File: src/rtl/i2c_tgt_pkg.sv
package i2c_tgt_pkg;

  localparam int unsigned BYTE_W = 8;

  typedef enum logic [2:0] {
    ST_IDLE,
    ST_ADDR,
    ST_PTR,
    ST_WDATA,
    ST_RDATA,
    ST_IGNORE
  } tgt_state_e;

endpackage

File: src/rtl/i2c_in_sync.sv
module i2c_in_sync #(
  parameter int unsigned WIDTH  = 2,
  parameter int unsigned STAGES = 2
) (
  input  logic             clk,
  input  logic             rst,
  input  logic [WIDTH-1:0] d,
  output logic [WIDTH-1:0] q
);

  // Bus lines idle high, so every stage resets to 1.
  logic [STAGES-1:0][WIDTH-1:0] pipe_q;

  always_ff @(posedge clk) begin
    if (rst) begin
      pipe_q <= '1;
    end else begin
      pipe_q[0] <= d;
      for (int s = 1; s < STAGES; s++) begin
        pipe_q[s] <= pipe_q[s-1];
      end
    end
  end

  assign q = pipe_q[STAGES-1];

endmodule

File: src/rtl/i2c_line_events.sv
module i2c_line_events (
  input  logic clk,
  input  logic rst,
  input  logic scl_s,
  input  logic sda_s,
  output logic scl_rise,
  output logic scl_fall,
  output logic start_ev,
  output logic stop_ev
);

  logic scl_q;
  logic sda_q;

  always_ff @(posedge clk) begin
    if (rst) begin
      scl_q <= 1'b1;
      sda_q <= 1'b1;
    end else begin
      scl_q <= scl_s;
      sda_q <= sda_s;
    end
  end

  assign scl_rise = scl_s & ~scl_q;
  assign scl_fall = ~scl_s & scl_q;
  // Start and stop are SDA edges while SCL stays high on both samples.
  assign start_ev = scl_s & scl_q & sda_q & ~sda_s;
  assign stop_ev  = scl_s & scl_q & ~sda_q & sda_s;

endmodule

File: src/rtl/i2c_tgt_engine.sv
module i2c_tgt_engine
  import i2c_tgt_pkg::*;
#(
  parameter logic [6:0]  DEV_ADDR = 7'h2C,
  parameter int unsigned ADDR_W   = 4
) (
  input  logic              clk,
  input  logic              rst,
  input  logic              scl_s,
  input  logic              sda_s,
  input  logic              scl_rise,
  input  logic              scl_fall,
  input  logic              start_ev,
  input  logic              stop_ev,
  output logic              sda_oe,
  output logic [ADDR_W-1:0] reg_addr,
  output logic [BYTE_W-1:0] reg_wdata,
  output logic              reg_we,
  input  logic [BYTE_W-1:0] reg_rdata
);

  localparam logic [3:0] LAST_BIT = 4'(BYTE_W);

  tgt_state_e        state_q;
  logic [3:0]        cnt_q;
  logic              in_ack_q;
  logic [BYTE_W-1:0] shreg_q;
  logic [ADDR_W-1:0] ptr_q;
  logic              bump_q;
  logic              oe_q;
  logic              we_q;
  logic [BYTE_W-1:0] wdata_q;

  logic rx_state;
  assign rx_state = (state_q == ST_ADDR) || (state_q == ST_PTR) || (state_q == ST_WDATA);

  always_ff @(posedge clk) begin
    if (rst) begin
      state_q  <= ST_IDLE;
      cnt_q    <= '0;
      in_ack_q <= 1'b0;
      shreg_q  <= '0;
      ptr_q    <= '0;
      bump_q   <= 1'b0;
      oe_q     <= 1'b0;
      we_q     <= 1'b0;
      wdata_q  <= '0;
    end else begin
      we_q   <= 1'b0;
      bump_q <= 1'b0;
      // Pointer steps one cycle after the strobe, so the strobe sees the old pointer.
      if (bump_q) ptr_q <= ptr_q + 1'b1;

      if (start_ev) begin
        state_q  <= ST_ADDR;
        cnt_q    <= '0;
        in_ack_q <= 1'b0;
        oe_q     <= 1'b0;
      end else if (stop_ev) begin
        state_q  <= ST_IDLE;
        cnt_q    <= '0;
        in_ack_q <= 1'b0;
        oe_q     <= 1'b0;
      end else if (rx_state) begin
        if (scl_rise && !in_ack_q && cnt_q < LAST_BIT) begin
          shreg_q <= {shreg_q[BYTE_W-2:0], sda_s};
          cnt_q   <= cnt_q + 4'd1;
        end else if (scl_fall && !in_ack_q && cnt_q == LAST_BIT) begin
          if (state_q == ST_ADDR && shreg_q[7:1] != DEV_ADDR) begin
            state_q <= ST_IGNORE;
          end else begin
            in_ack_q <= 1'b1;
            oe_q     <= 1'b1;
          end
        end else if (scl_rise && in_ack_q) begin
          // Commit happens only on the acknowledge clock.
          if (state_q == ST_PTR) begin
            ptr_q <= shreg_q[ADDR_W-1:0];
          end else if (state_q == ST_WDATA) begin
            we_q    <= 1'b1;
            wdata_q <= shreg_q;
            bump_q  <= 1'b1;
          end
        end else if (scl_fall && in_ack_q) begin
          in_ack_q <= 1'b0;
          cnt_q    <= '0;
          if (state_q == ST_ADDR && shreg_q[0]) begin
            state_q <= ST_RDATA;
            shreg_q <= reg_rdata;
            oe_q    <= ~reg_rdata[BYTE_W-1];
          end else begin
            oe_q <= 1'b0;
            if (state_q == ST_ADDR)     state_q <= ST_PTR;
            else if (state_q == ST_PTR) state_q <= ST_WDATA;
          end
        end
      end else if (state_q == ST_RDATA) begin
        if (scl_rise && !in_ack_q && cnt_q < LAST_BIT) begin
          cnt_q <= cnt_q + 4'd1;
        end else if (scl_fall && !in_ack_q && cnt_q == LAST_BIT) begin
          oe_q     <= 1'b0;
          in_ack_q <= 1'b1;
        end else if (scl_fall && !in_ack_q && cnt_q != 4'd0) begin
          shreg_q <= {shreg_q[BYTE_W-2:0], 1'b0};
          oe_q    <= ~shreg_q[BYTE_W-2];
        end else if (scl_rise && in_ack_q) begin
          if (sda_s) begin
            state_q  <= ST_IGNORE;
            in_ack_q <= 1'b0;
          end else begin
            ptr_q <= ptr_q + 1'b1;
          end
        end else if (scl_fall && in_ack_q) begin
          in_ack_q <= 1'b0;
          cnt_q    <= '0;
          shreg_q  <= reg_rdata;
          oe_q     <= ~reg_rdata[BYTE_W-1];
        end
      end
    end
  end

  assign sda_oe    = oe_q;
  assign reg_addr  = ptr_q;
  assign reg_wdata = wdata_q;
  assign reg_we    = we_q;

  // the drive only changes while SCL is low
  p_oe_scl_low_r11: assert property (@(posedge clk) disable iff (rst)
    (oe_q != $past(oe_q)) |-> !$past(scl_s));

  // write strobe lasts one cycle
  p_we_single_r5: assert property (@(posedge clk) disable iff (rst)
    we_q |=> !we_q);

  // pointer steps (modulo) right after each write
  p_ptr_step_r6: assert property (@(posedge clk) disable iff (rst)
    we_q |=> (ptr_q == ADDR_W'($past(ptr_q) + 1'b1)));

  // writes originate only in the data phase of a write transfer
  p_we_origin_r5: assert property (@(posedge clk) disable iff (rst)
    we_q |-> ($past(state_q) == ST_WDATA));

  // no drive while idle or ignoring the bus
  p_quiet_r9: assert property (@(posedge clk) disable iff (rst)
    (state_q == ST_IDLE || state_q == ST_IGNORE) |-> !oe_q);

  // a start releases the line
  p_start_release_r10: assert property (@(posedge clk) disable iff (rst)
    start_ev |=> !oe_q);

endmodule

File: src/rtl/i2c_regfile_target.sv
module i2c_regfile_target
  import i2c_tgt_pkg::*;
#(
  parameter logic [6:0]  DEV_ADDR    = 7'h2C,
  parameter int unsigned ADDR_W      = 4,
  parameter int unsigned SYNC_STAGES = 2
) (
  input  logic              clk,
  input  logic              rst,
  input  logic              scl_i,
  input  logic              sda_i,
  output logic              sda_oe,
  output logic [ADDR_W-1:0] reg_addr,
  output logic [BYTE_W-1:0] reg_wdata,
  output logic              reg_we,
  input  logic [BYTE_W-1:0] reg_rdata
);

  logic [1:0] line_s;
  logic scl_rise, scl_fall, start_ev, stop_ev;

  i2c_in_sync #(.WIDTH(2), .STAGES(SYNC_STAGES)) u_sync (
    .clk (clk),
    .rst (rst),
    .d   ({scl_i, sda_i}),
    .q   (line_s)
  );

  i2c_line_events u_events (
    .clk      (clk),
    .rst      (rst),
    .scl_s    (line_s[1]),
    .sda_s    (line_s[0]),
    .scl_rise (scl_rise),
    .scl_fall (scl_fall),
    .start_ev (start_ev),
    .stop_ev  (stop_ev)
  );

  i2c_tgt_engine #(.DEV_ADDR(DEV_ADDR), .ADDR_W(ADDR_W)) u_engine (
    .clk       (clk),
    .rst       (rst),
    .scl_s     (line_s[1]),
    .sda_s     (line_s[0]),
    .scl_rise  (scl_rise),
    .scl_fall  (scl_fall),
    .start_ev  (start_ev),
    .stop_ev   (stop_ev),
    .sda_oe    (sda_oe),
    .reg_addr  (reg_addr),
    .reg_wdata (reg_wdata),
    .reg_we    (reg_we),
    .reg_rdata (reg_rdata)
  );

endmodule

File: config.mk
export PLATFORM = sky130hd
export DESIGN_NAME = i2c_regfile_target
export DESIGN_NICKNAME = d
export VERILOG_FILES = /design/src/rtl/i2c_tgt_pkg.sv /design/src/rtl/i2c_in_sync.sv /design/src/rtl/i2c_line_events.sv /design/src/rtl/i2c_tgt_engine.sv /design/src/rtl/i2c_regfile_target.sv
export SDC_FILE = /design/constraint.sdc
export NUM_CORES = 1
export LEC_CHECK = 0
export BUFFER_PORTS_ARGS = -buffer_cell sky130_fd_sc_hd__clkbuf_2
export CORE_ASPECT_RATIO = 0.6
export CORE_MARGIN = 2
export CORE_UTILIZATION = 61
export DETAILED_ROUTE_END_ITERATION = 8
export PLACE_DENSITY = 0.92
export SLEW_MARGIN = 15
export SYNTH_ARGS = -nofsm -noshare
export SYNTH_HDL_FRONTEND = slang
export SYNTH_SLANG_ARGS = --single-unit
File: constraint.sdc
create_clock -name clk -period 3.8 [get_ports clk]
set_input_delay 0.19 -clock clk [delete_from_list [all_inputs] [get_ports clk]]
set_output_delay 0.19 -clock clk [all_outputs]
set_load 0.02 [all_outputs]
== Word-level counts from Yosys, hierarchy flattened ==
Index checks and enable logic that the tools add are counted.

* Logic and storage cells: 173
* Output and inout port bits: 14
* Input port bits: 12
* Bits in registers: 36

* Reductions and logical operators: 30
* Add/subtract/negate cells: 2
* Order comparisons: 1
* Bitwise logic cells: 20
* Equality and inequality tests: 30
* Muxes and demuxes: 77

{| class="wikitable"
|+ Operator list
! operator !! number
|-
| 8-bit two-way mux || 12
|-
| 4-bit two-way mux || 23
|-
| 3-bit two-way mux || 15
|-
| 10-bit AND reduction || 3
|-
| 1-bit two-way mux || 27
|-
| 3-bit != test, second input constant || 7
|-
| 4-bit nonzero test || 4
|-
| 5-bit != test, second input constant || 3
|-
| 1-bit inverter || 13
|-
| 1-bit logical AND || 9
|-
| 3-bit by 2-bit != test with 1-bit output, second input constant || 3
|-
| 4-bit by 1-bit adder with 4-bit output, second input constant || 2
|-
| 2-bit by 1-bit != test with 1-bit output, second input constant || 4
|-
| 4-bit by 3-bit != test with 1-bit output, second input constant || 2
|-
| 8-bit AND reduction || 1
|-
| 8-bit OR reduction || 1
|-
| 1-bit bitwise AND || 7
|-
| 7-bit by 6-bit != test with 1-bit output, second input constant || 1
|-
| 7-bit != test, second input constant || 1
|-
| 7-bit AND reduction || 1
|-
| 3-bit by 2-bit == test with 1-bit output, second input constant || 2
|-
| 3-bit by 1-bit != test with 1-bit output, second input constant || 2
|-
| 6-bit AND reduction || 1
|-
| 2-bit nonzero test || 3
|-
| 11 further kinds || 13
|}

== Depth between registers and ports, before layout ==
Gate-level depths: netlist of run 1.

* Depth after elaboration: 11
* Depth in mapped cells: 8
* Depth with buffers taken out: 7

== Hierarchy ==
A second synthesis of run 1 with hierarchy kept.

* Cells, all modules: 250
* Area total of the unflattened synthesis: 2148.3 µm²

{| class="wikitable"
|+ Modules (own cells, without submodules)
! module !! times used !! cells each !! sequential area each (µm²) !! area an instance (µm²)
|-
| i2c_tgt_engine || 1 || 232 || 600.6 || 1943.1
|-
| i2c_in_sync || 1 || 10 || 80.1 || 120.1
|-
| i2c_line_events || 1 || 8 || 40.0 || 85.1
|}

== Worst setup path after synthesis of run 1 ==
OpenSTA, ideal clock, no wires.

* Path kind: register to register
* From: register u_engine.in_ack_q
* To: register u_engine.shreg_q[0]
* Required time: 3.667 ns
* Arrival time: 1.723 ns
* Setup time: 0.133 ns
* Path buffers: 1
* Cell stages (with the launch flop): 7
* Clock period less this slack: 1.855 ns
* Path slack: 1.945 ns
* Cells stage by stage: dfxtp_1 > buf_6 > or4b_4 > nor2_1 > nor2_1 > a22oi_1 > a211oi_2

* Longest elaborated chain between the ends: 8
* Elaborated cells between the ends (all ways): 22
* Classes of those cells: eq/ne: 6; mux: 6; reduce/logical: 10

{| class="wikitable"
|+ RTL lines
! item !! RTL line !! RTL
|-
| start: declaration || i2c_tgt_engine.sv:26 || <nowiki>logic in_ack_q;</nowiki>
|-
| start signal: assignment || i2c_tgt_engine.sv:41 || <nowiki>in_ack_q <= 1'b0;</nowiki>
|-
| start signal: assignment || i2c_tgt_engine.sv:57 || <nowiki>in_ack_q <= 1'b0;</nowiki>
|-
| start signal: assignment || i2c_tgt_engine.sv:62 || <nowiki>in_ack_q <= 1'b0;</nowiki>
|-
| 1-bit zero test || n/a ||
|-
| 1-bit logical AND || i2c_tgt_engine.sv:68, i2c_tgt_engine.sv:100, i2c_tgt_engine.sv:103 ||
|-
| 1-bit logical AND || i2c_tgt_engine.sv:103 || <nowiki>end else if (scl_fall && !in_ack_q && cnt_q != 4'd0) begin</nowiki>
|-
| 8-bit two-way mux || i2c_tgt_engine.sv:103 ||
|-
| 8-bit two-way mux || i2c_tgt_engine.sv:100 || <nowiki>end else if (scl_fall && !in_ack_q && cnt_q == LAST_BIT) begin</nowiki>
|-
| 8-bit two-way mux || i2c_tgt_engine.sv:98 || <nowiki>if (scl_rise && !in_ack_q && cnt_q < LAST_BIT) begin</nowiki>
|-
| 8-bit two-way mux || i2c_tgt_engine.sv:97 || <nowiki>end else if (state_q == ST_RDATA) begin</nowiki>
|-
| 8-bit two-way mux || i2c_tgt_engine.sv:64 || <nowiki>end else if (rx_state) begin</nowiki>
|-
| end signal: assignment || i2c_tgt_engine.sv:66 || <nowiki>shreg_q <= {shreg_q[BYTE_W-2:0], sda_s};</nowiki>
|-
| end signal: assignment || i2c_tgt_engine.sv:104 || <nowiki>shreg_q <= {shreg_q[BYTE_W-2:0], 1'b0};</nowiki>
|-
| end signal: assignment || i2c_tgt_engine.sv:116 || <nowiki>shreg_q <= reg_rdata;</nowiki>
|-
| end: declaration || i2c_tgt_engine.sv:27 || <nowiki>logic [BYTE_W-1:0] shreg_q;</nowiki>
|}

Several ways; a longest one is shown, not always the timed one. The select of a mux whose other input is x is not followed.
A chain may end at the register's enable or synchronous reset.

== Final worst setup path of run 1 ==
* From: register u_engine.state_q[0]
* To: register u_engine.shreg_q[5]

* Longest elaborated chain between the ends: 5
* Elaborated cells between the ends (all ways): 14
* Classes of those cells: eq/ne: 8; mux: 1; reduce/logical: 5

{| class="wikitable"
|+ RTL lines
! item !! RTL line !! RTL
|-
| start: declaration || i2c_tgt_engine.sv:24 || <nowiki>tgt_state_e state_q;</nowiki>
|-
| start signal: assignment || i2c_tgt_engine.sv:39 || <nowiki>state_q <= ST_IDLE;</nowiki>
|-
| start signal: assignment || i2c_tgt_engine.sv:55 || <nowiki>state_q <= ST_ADDR;</nowiki>
|-
| start signal: assignment || i2c_tgt_engine.sv:60 || <nowiki>state_q <= ST_IDLE;</nowiki>
|-
| 3-bit by 1-bit == test with 1-bit output or 3-bit by 2-bit == test with 1-bit output (tied branches) || i2c_tgt_engine.sv:35, i2c_tgt_engine.sv:87 ||
|-
| 1-bit logical OR (2 in series) || i2c_tgt_engine.sv:35 || <nowiki>assign rx_state = (state_q == ST_ADDR) || (state_q == ST_PTR) || (state_q == ST_WDATA);</nowiki>
|-
| 3-bit != test (no line) (tied with other cells) || n/a ||
|-
| 10-bit AND reduction (no line) || n/a ||
|-
| end signal: assignment || i2c_tgt_engine.sv:66 ||
|-
| end signal: assignment || i2c_tgt_engine.sv:89 || <nowiki>shreg_q <= reg_rdata;</nowiki>
|-
| end signal: assignment || i2c_tgt_engine.sv:104 ||
|}

Several ways; a longest one is shown, not always the timed one.

==> impl_metrics.env, run 1 <==
export IMPL_outcome="complete, no violations"
export IMPL_rsz0062_at_grt="no"
export IMPL_finalCriticalPeriod_ns=2.41
export IMPL_cts_buffers=5
export IMPL_gr_total_overflow=0
export IMPL_yosysSeqAreaShare_pct=35.8
export IMPL_reg2reg_depth=5
export IMPL_synth_area_sq_um=2010
export IMPL_first_iter_violations=322
export IMPL_setup_tns_ns=0
export IMPL_vias=1886
export IMPL_timing_critical_path_required_ns=3.99
export IMPL_power_density_nw_per_um2=368
export IMPL_die_h_microns=48.5
export IMPL_drive_above_1_share_pct=20.3
export IMPL_p_int_w=0.000638
export IMPL_async_flop_share_pct=0
export IMPL_p_sw_share_pct=22.8
export IMPL_worstHoldPathType="primary input to flop"
export IMPL_syn_num_nets=246
export IMPL_worst_path_max_fanout=16
export IMPL_clkTransAtPathRegs_ns=0.08
export IMPL_hold_start="scl_i"
export IMPL_power_frac_clock_pct=45.2
export IMPL_htreeDepth=2
export IMPL_start_util_pct=62.8
export IMPL_yosysWarnings=0
export IMPL_switchingPower_w=0.000188
export IMPL_r2r_end="u_engine.shreg_q[5]"
export IMPL_cts_path_max_buffers=2
export IMPL_vias_per_cell=6.37
export IMPL_cts_root_buffer="clkbuf_8"
export IMPL_placedCellCount=288
export IMPL_worst_pin_slew_ns=0.715
export IMPL_core_area_sq_um=3200
export IMPL_final_nets=265
export IMPL_drtAntennaViolNets=0
export IMPL_port_buffers=25
export IMPL_dieWidth_microns=78.1
export IMPL_hold_depth=2
export IMPL_hpwl_mm=3.66
export IMPL_dr_pass1_iters=5
export IMPL_cts_sink_count=36
export IMPL_hold_viol=0
export IMPL_ff2ff_setup_slack_ns=1.39
export IMPL_wire_per_inst_microns=16.7
export IMPL_grt_pass1_vias=1724
export IMPL_final_core_util_pct=70.1
export IMPL_cts_resized_gates=0
export IMPL_startpoint_type="flop"
export IMPL_ys_ff_latch=36
export IMPL_grt_use_total_pct=27.5
export IMPL_power_frac_seq_pct=47.4
export IMPL_syn2layout_area_growth_pct=11.6
export IMPL_gp_congestion=1.02
export IMPL_drt_total_wl_mm=4.96
export IMPL_syn_inst=231
export IMPL_ctsHoldBuffers=0
export IMPL_antenna_cells=0
export IMPL_die_area_sq_um=3790
export IMPL_crit_type="flop to flop"
export IMPL_drv_cap=0
export IMPL_clock_skew_ns=0.00725
export IMPL_r2r_start="u_engine.state_q[0]"
export IMPL_p_leak_nw=0.910
export IMPL_row_count=16
export IMPL_cts_tree="yes"
export IMPL_antenna_found_initial=0
export IMPL_synth_distinct_cells=60
export IMPL_grt_start_max_net_pins=29
export IMPL_post_cts_buffers=0
export IMPL_ir_worst_vdd_mv=0.296
export IMPL_end_kind="flop"
export IMPL_fmax_mhz=415
export IMPL_fillers=252
export IMPL_worstHoldEndpoint="u_sync.pipe_q[1]"
export IMPL_ios=26
export IMPL_ys_flop_type="dfxtp_1"
export IMPL_arrival_ns=2.60
export IMPL_max_slew_margin_pct=51.9
export IMPL_power_frac_comb_pct=7.4
export IMPL_layoutNonFillerInstCount=296
export IMPL_syn_area_per_cell_sq_um=8.71
export IMPL_total_power_w=0.000826
export IMPL_setup_viol_count_final=0
export IMPL_synth_edf_count=0
export IMPL_drv_slew=0
export IMPL_fin_crit_sh_pct=63.4
export IMPL_grt_pass1_wl_mm=8.27
export IMPL_drc_errors=0
export IMPL_clkLatencyLatePin_ns=0.29
cell families after synthesis:
kind of cell,Yosys count,share of synthesized area (%)
simple gates,90,24.9
fa+ha+maj,3,1.87
mux,9,4.48
xor+xnor,5,2.18
buf+inv,19,4.79
flops,36,35.8
compound gates,69,25.9
sequential cells by signal (all words and copies together) (netlist names):
name,count
u_engine.reg_wdata,8
u_engine.shreg_q,8
u_engine.cnt_q,4
u_engine.reg_addr,4
u_engine.state_q,3
u_sync.pipe_q,2
u_sync.q,2
u_engine.bump_q,1
u_engine.in_ack_q,1
u_engine.sda_oe,1
u_events.scl_q,1
u_events.sda_q,1
metal layers:
layer,track usage (%),vias up,part of all wire (%)
met1,40.0,851,45
met2,40.7,123,42
met5,0,-,0
met4,4.97,0,1.3
met3,8.77,14,12
li1,-,898,-
cell type report:
cell class	count	area [sq um]	area share (%)
Clock inverter	1	30.0	1.34
Sequential cell	36	721	32.1
Timing Repair Buffer	25	125	5.57
Inverter	6	22.5	1.00
Tap cell	45	56.3	2.51
Multi-Input combinational cell	176	1190	53.2
Clock buffer	7	96.3	4.29
synth_stat cells (all sizes together) (3+ instances only):
library cell | n | area share (%)
clkbuf | 5 | 0.93
inv | 6 | 1.1
a311oi | 9 | 4.2
nand3 | 3 | 0.75
mux2i | 9 | 4.5
a21oi | 9 | 2.2
nor3b | 3 | 1.1
nor2 | 29 | 5.5
dfxtp | 36 | 36
nand4 | 3 | 0.93
a21o | 3 | 1.1
nand2 | 19 | 3.5
xnor2 | 3 | 1.3
nand2b | 3 | 0.93
nor3 | 5 | 1.7
buf | 8 | 2.7
o21ai | 20 | 5.0
a221oi | 3 | 2.2
or2 | 6 | 1.9
a2111oi | 4 | 2.1
ha | 3 | 1.9
o221ai | 3 | 1.6
worst max path at each step:
stage	cells past startpoint	from	end
3_5_place_dp	5	u_sync.q[1]	u_engine.shreg_q[5]
3_3_place_gp	5	u_sync.q[1]	u_engine.shreg_q[0]
6_report	5	u_engine.state_q[0]	u_engine.shreg_q[5]
5_1_grt	5	u_engine.state_q[0]	u_engine.shreg_q[6]
2_1_floorplan	6	u_engine.in_ack_q	u_engine.shreg_q[0]
4_1_cts	5	u_engine.state_q[0]	u_engine.shreg_q[5]
worst max-delay path, stage by stage, from the launching register on:
cell	delay, ns
dfxtp_1	0.40
o21ai_0	0.57
o2111ai_1	0.29
a221oi_4	0.62
nor2_1	0.11
a311oi_1	0.31
power by group through the flow:
stage	Sequential (W)	Combinational (W)	Clock (W)
after floorplan	0.000397	0.0000457	0
after global placement	0.000399	0.0000587	0
after detailed placement	0.000400	0.0000591	0
after CTS	0.000391	0.0000597	0.000372
after global routing	0.000392	0.0000673	0.000390
final	0.000391	0.0000613	0.000374
through the flow:
step	cell area (sq um)	setup slack (ns)	hold slack, ns
2_1_floorplan	2010	1.94	0.294
5_1_grt	2250	1.28	0.0810
6_report	2250	1.39	0.0797
4_1_cts	2250	1.46	0.0841
3_3_place_gp	2120	1.60	0.373
3_5_place_dp	2120	1.52	0.379
cell usage in the layout, fill, tap and decap left out, types with 6 or more instances in the layout:
cell / netlist / routed
a21oi_1: 9 / 9
a311oi_1: 8 / 8
clkbuf_2: 0 / 25
clkbuf_8: 0 / 7
dfxtp_1: 36 / 36
inv_1: 6 / 6
mux2i_1: 9 / 9
nand2_1: 19 / 19
nor2_1: 28 / 28
o21ai_0: 17 / 17
or2_2: 6 / 6
Power figures use the tool's default switching activity.
==> run 2, diff against run 1 <==
- CORE_UTILIZATION: 61 -> 51
- PLACE_DENSITY: 0.92 -> 0.83
- clock period: 3.8 -> 2.16 ns (I/O delays scaled with it)
==> impl_metrics.env, run 2 (synthesis results as in run 1) <==
export IMPL_drv_slew=0
export IMPL_drc_errors=0
export IMPL_hold_viol=0
export IMPL_port_buffers=25
export IMPL_placed_cell_area_sq_um=2220
export IMPL_r2r_start="u_sync.q[1]"
export IMPL_hold_start="reg_rdata[6]"
export IMPL_rsz0062_at_grt="yes"
export IMPL_ios=26
export IMPL_dieWidth_microns=85.1
export IMPL_setup_viol_count_final=0
export IMPL_antenna_cells=0
export IMPL_worstHoldEndpoint="u_engine.shreg_q[6]"
export IMPL_gr_total_overflow=0
export IMPL_cts_sink_count=36
export IMPL_final_nets=279
export IMPL_vias=1907
export IMPL_htreeDepth=2
export IMPL_worst_slack_ns=0.0982
export IMPL_dr_pass1_iters=5
export IMPL_outcome="complete, no violations"
export IMPL_antenna_found_initial=0
export IMPL_clock_skew_ns=0.00270
export IMPL_grt_pass1_wl_mm=8.24
export IMPL_syn2layout_area_growth_pct=18.0
export IMPL_vias_per_cell=6.11
export IMPL_drt_total_wl_mm=4.92
export IMPL_hpwl_mm=3.73
export IMPL_cts_buffers=5
export IMPL_grt_use_total_pct=23.9
export IMPL_place_ws_ns=0.126
export IMPL_drtAntennaViolNets=0
export IMPL_finalCriticalPeriod_ns=2.06
export IMPL_worstHoldPathType="primary input to flop"
export IMPL_cts_path_max_buffers=2
export IMPL_start_util_pct=54.1
export IMPL_clkTransAtPathRegs_ns=0.07
export IMPL_worst_path_max_fanout=16
export IMPL_arrival_ns=2.25
export IMPL_final_common_cell="dfxtp_1"
export IMPL_grt_start_max_net_pins=28
export IMPL_first_iter_violations=240
export IMPL_gp_congestion=0.906
export IMPL_cts_tree="yes"
export IMPL_startpoint_type="flop"
export IMPL_timing_critical_path_required_ns=2.35
export IMPL_wire_per_inst_microns=15.8
export IMPL_max_slew_margin_pct=68.8
export IMPL_clkLatencyLatePin_ns=0.29
export IMPL_grt_pass1_vias=1668
export IMPL_fillers=318
export IMPL_crit_type="flop to flop"
export IMPL_die_h_microns=52.7
export IMPL_row_count=17
export IMPL_fmax_mhz=485
export IMPL_end_kind="flop"
export IMPL_fin_crit_sh_pct=95.5
export IMPL_p_leak_nw=0.976
export IMPL_hold_slack_ns=0.0586
export IMPL_worst_pin_slew_ns=0.466
export IMPL_drive_above_1_share_pct=24.2
export IMPL_hold_depth=3
export IMPL_core_area_sq_um=3720
export IMPL_ff2ff_setup_slack_ns=0.1
export IMPL_reg2reg_depth=5
export IMPL_cts_root_buffer="clkbuf_8"
export IMPL_ir_worst_vdd_mv=0.369
export IMPL_die_area_sq_um=4480
export IMPL_final_cell_mix="36 x dfxtp_1, 28 x nor2_1, 25 x clkbuf_2, 19 x nand2_1, 17 x o21ai_0"
export IMPL_r2r_end="u_engine.shreg_q[4]"
export IMPL_drv_cap=0
export IMPL_final_core_util_pct=63.8
export IMPL_power_density_nw_per_um2=587
export IMPL_fin_area_sq_um=2370
[run 2: cell types whose count changed in the layout (fill, tap and decap cells not counted), sizes merged]
cell         change
dlygate4sd3      +2
clkinv           +1
clkbuf           -1
buf             +12
[run 2: critical path, stage by stage, from the launching register on]
cell and delay [ns]:
dfxtp_1 0.58, or4b_4 0.58, a221oi_4 0.31, buf_12 0.18
nor2_1 0.04, a311oi_1 0.27
[run 2: how the worst max path moves through the flow]
stage | from | end | slack [ns] | depth (start not counted)
finish | u_sync.q[1] | u_engine.shreg_q[4] | 0.1 | 5
global route | u_engine.state_q[2] | u_engine.state_q[2] | -0.006 | 5
CTS | u_sync.q[1] | u_engine.shreg_q[4] | 0.11 | 6
detailed placement | u_sync.q[1] | u_engine.shreg_q[4] | 0.13 | 6
global placement | u_engine.cnt_q[0] | u_engine.reg_wdata[7] | 0.23 | 8
floorplan | u_engine.in_ack_q | u_engine.shreg_q[0] | 0.30 | 6
[run 2: layout make-up]
type / instances / area (sq um) / share of cell area (%)
multi-input combinational: 176 / 1220 / 51.2
inverter: 6 / 22.5 / 0.949
sequential: 36 / 721 / 30.4
clock buffer: 6 / 72.6 / 3.06
tap: 47 / 58.8 / 2.48
timing repair buffer: 39 / 248 / 10.4
clock inverter: 2 / 35.0 / 1.48
[run 2: per-stage QoR]
stage / setup TNS (ns) / power (W) / cells
global placement: 0 / 0.000815 / 302
global route: -0.00555 / 0.00145 / 312
finish: 0 / 0.00139 / 312
floorplan: 0 / 0.000779 / 231
detailed placement: 0 / 0.000816 / 302
CTS: 0 / 0.00140 / 312
[run 2: layer usage]
layer / vias up / global-route usage (%) / wire length [microns]
met2: 82 / 30.7 / 1900
li1: 935 / - / -
met3: 12 / 8.19 / 400
met5: - / 0 / 0
met4: 0 / 9.26 / 112
met1: 878 / 35.6 / 2510
[run 2: report_power, final]
part           switching, W  leakage, nW  internal (W)
Clock              0.000242       0.0552      0.000342
Combinational     0.0000677        0.629     0.0000517
Sequential        0.0000156        0.291      0.000673
[run 2: what timing repair did]
| action | 4_1_cts | 5_1_grt |
|---|---|---|
| resized for setup | 0 | 3 |
| setup buffers | 0 | 0 |
| hold buffers | 2 | 0 |
| endpoints found under the setup margin | 0 | 10 |
| endpoints found under the hold margin | 2 | 0 |
==> run 3, diff against run 2 <==
- CORE_UTILIZATION: 51 -> 54
- CTS_BUF_LIST: not set -> sky130_fd_sc_hd__clkbuf_2 sky130_fd_sc_hd__clkbuf_4 sky130_fd_sc_hd__clkbuf_8
- PLACE_DENSITY: 0.83 -> 0.86
==> impl_metrics.env, run 3 (synthesis results as in run 1) <==
export IMPL_outcome="complete, no violations"
export IMPL_final_cell_mix="36 x dfxtp_1, 28 x nor2_1, 25 x clkbuf_2, 19 x nand2_1, 17 x o21ai_0"
export IMPL_htreeDepth=2
export IMPL_final_common_cell="dfxtp_1"
export IMPL_p_leak_nw=0.970
export IMPL_cp_cell_sequence="or3b_1 > o21bai_1 > a211oi_1 > a21oi_1 > a311oi_1"
export IMPL_finalCriticalPeriod_ns=2.05
export IMPL_power_frac_comb_pct=9.1
export IMPL_fillers=292
export IMPL_rsz0062_at_grt="no"
export IMPL_row_count=17
export IMPL_cts_tree="yes"
export IMPL_grt_start_max_net_pins=28
export IMPL_multiInputGateArea_sq_um=1200
export IMPL_worst_slack_ns=0.106
export IMPL_setup_viol_count_final=0
export IMPL_worst_path_max_fanout=9
export IMPL_start_util_pct=55.6
export IMPL_die_h_microns=51.3
export IMPL_grt_use_total_pct=24.8
export IMPL_timing_critical_path_required_ns=2.35
export IMPL_p_int_w=0.000997
export IMPL_dieWidth_microns=82.8
export IMPL_cpPeakStageDelay_ns=0.47
export IMPL_ios=26
export IMPL_worst_pin_slew_ns=0.487
export IMPL_cts_root_buffer="clkbuf_8"
export IMPL_hold_slack_ns=0.0535
export IMPL_drt_total_wl_mm=5.25
export IMPL_ir_worst_vdd_mv=0.445
export IMPL_power_frac_clock_pct=39.5
export IMPL_antenna_found_initial=0
export IMPL_syn2layout_area_growth_pct=17.2
export IMPL_cts_buffers=5
export IMPL_grt_pass1_wl_mm=8.21
export IMPL_power_density_nw_per_um2=568
export IMPL_die_area_sq_um=4250
export IMPL_crit_slowest_cell="dfxtp_1"
export IMPL_crit_type="flop to flop"
export IMPL_regArea_sq_um=721
export IMPL_drv_slew=0
export IMPL_drive_above_1_share_pct=24.4
export IMPL_grt_pass1_vias=1648
export IMPL_end_kind="flop"
export IMPL_port_buffers=25
export IMPL_cts_sink_count=36
export IMPL_p_sw_share_pct=25.6
export IMPL_drv_cap=0
export IMPL_first_iter_violations=260
export IMPL_clkLatencyLatePin_ns=0.29
export IMPL_gp_congestion=1.01
export IMPL_placedCellCount=303
export IMPL_vias_per_cell=6.24
export IMPL_drc_errors=0
export IMPL_switchingPower_w=0.000343
export IMPL_power_frac_seq_pct=51.4
export IMPL_fmax_mhz=487
export IMPL_setup_tns_ns=0
export IMPL_hold_viol=0
export IMPL_arrival_ns=2.25
export IMPL_place_ws_ns=0.175
export IMPL_clkTransAtPathRegs_ns=0.08
export IMPL_wire_per_inst_microns=16.8
export IMPL_gr_total_overflow=0
export IMPL_cts_path_max_buffers=2
export IMPL_clock_skew_ns=0.00527
export IMPL_startpoint_type="flop"
export IMPL_dr_pass1_iters=5
export IMPL_antenna_cells=0
export IMPL_max_slew_margin_pct=66.7
export IMPL_drtAntennaViolNets=0
export IMPL_fin_crit_sh_pct=95.1
export IMPL_core_area_sq_um=3620
export IMPL_hpwl_mm=3.80
export IMPL_final_nets=280
export IMPL_vias=1952
export IMPL_worstHoldPathType="primary input to flop"
export IMPL_layoutNonFillerInstCount=313
export IMPL_final_core_util_pct=65.2
[run 3: cell types whose count changed in the layout (fill, tap and decap cells not counted), sizes merged]
cell      before  now
buf           12   13
bufinv         1    0
clkbuf        31   32
clkinv         1    0
clkinvlp       0    1
[run 3: power by group through the flow]
| stage | clock network, W | registers [W] | logic, W |
|---|---|---|---|
| detailed placement | 0 | 0.000703 | 0.000114 |
| floorplan | 0 | 0.000698 | 0.0000803 |
| finish | 0.000530 | 0.000689 | 0.000122 |
| global placement | 0 | 0.000703 | 0.000113 |
| CTS | 0.000533 | 0.000688 | 0.000118 |
| global route | 0.000571 | 0.000690 | 0.000131 |
[run 3: worst max-delay path: cells and delay by family, from the launching register on]
kind / cells / cell delay, ns
simple gates: 1 / 0.47
compound gates: 4 / 1.01
flops: 1 / 0.47
[run 3: final timing paths]
kind                       startpoint                  end  slack (ns)  cells past startpoint
setup / recovery  u_engine.state_q[2]  u_engine.state_q[2]        0.11                      5
hold / removal           reg_rdata[1]  u_engine.shreg_q[1]        0.05                      3
setup reg to reg  u_engine.state_q[2]  u_engine.state_q[2]        0.11                      5
hold reg to reg      u_sync.pipe_q[1]          u_sync.q[1]        0.42                      1
[run 3: final cells by class]
| cell class | count | share of cell area [%] |
|---|---|---|
| Sequential cell | 36 | 30.6 |
| Multi-Input combinational cell | 176 | 51.0 |
| Tap cell | 47 | 2.49 |
| Clock inverter | 1 | 0.318 |
| Clock buffer | 7 | 3.82 |
| Inverter | 6 | 0.955 |
| Timing Repair Buffer | 40 | 10.8 |
[run 3: metrics by stage]
stage,cell area (sq um),power (W)
after detailed placement,2230,0.000817
after global placement,2230,0.000816
after floorplan,2010,0.000779
after CTS,2350,0.00134
final,2360,0.00134
after global routing,2360,0.00139
[run 3: what timing repair did]
item / CTS / global route
hold buffers: 2 / 0
hold endpoints to repair: 2 / 0
setup endpoints to repair: 0 / 1
resized for setup: 0 / 2
buffers inserted: 0 / 0
[run 3: metal layers]
metal / GRT usage [%] / wire length, microns / up-vias
li1: - / - / 928
met1: 35.6 / 2450 / 903
met2: 34.8 / 2100 / 108
met3: 8.08 / 620 / 13
met4: 7.92 / 78 / 0
met5: 0 / 0 / -
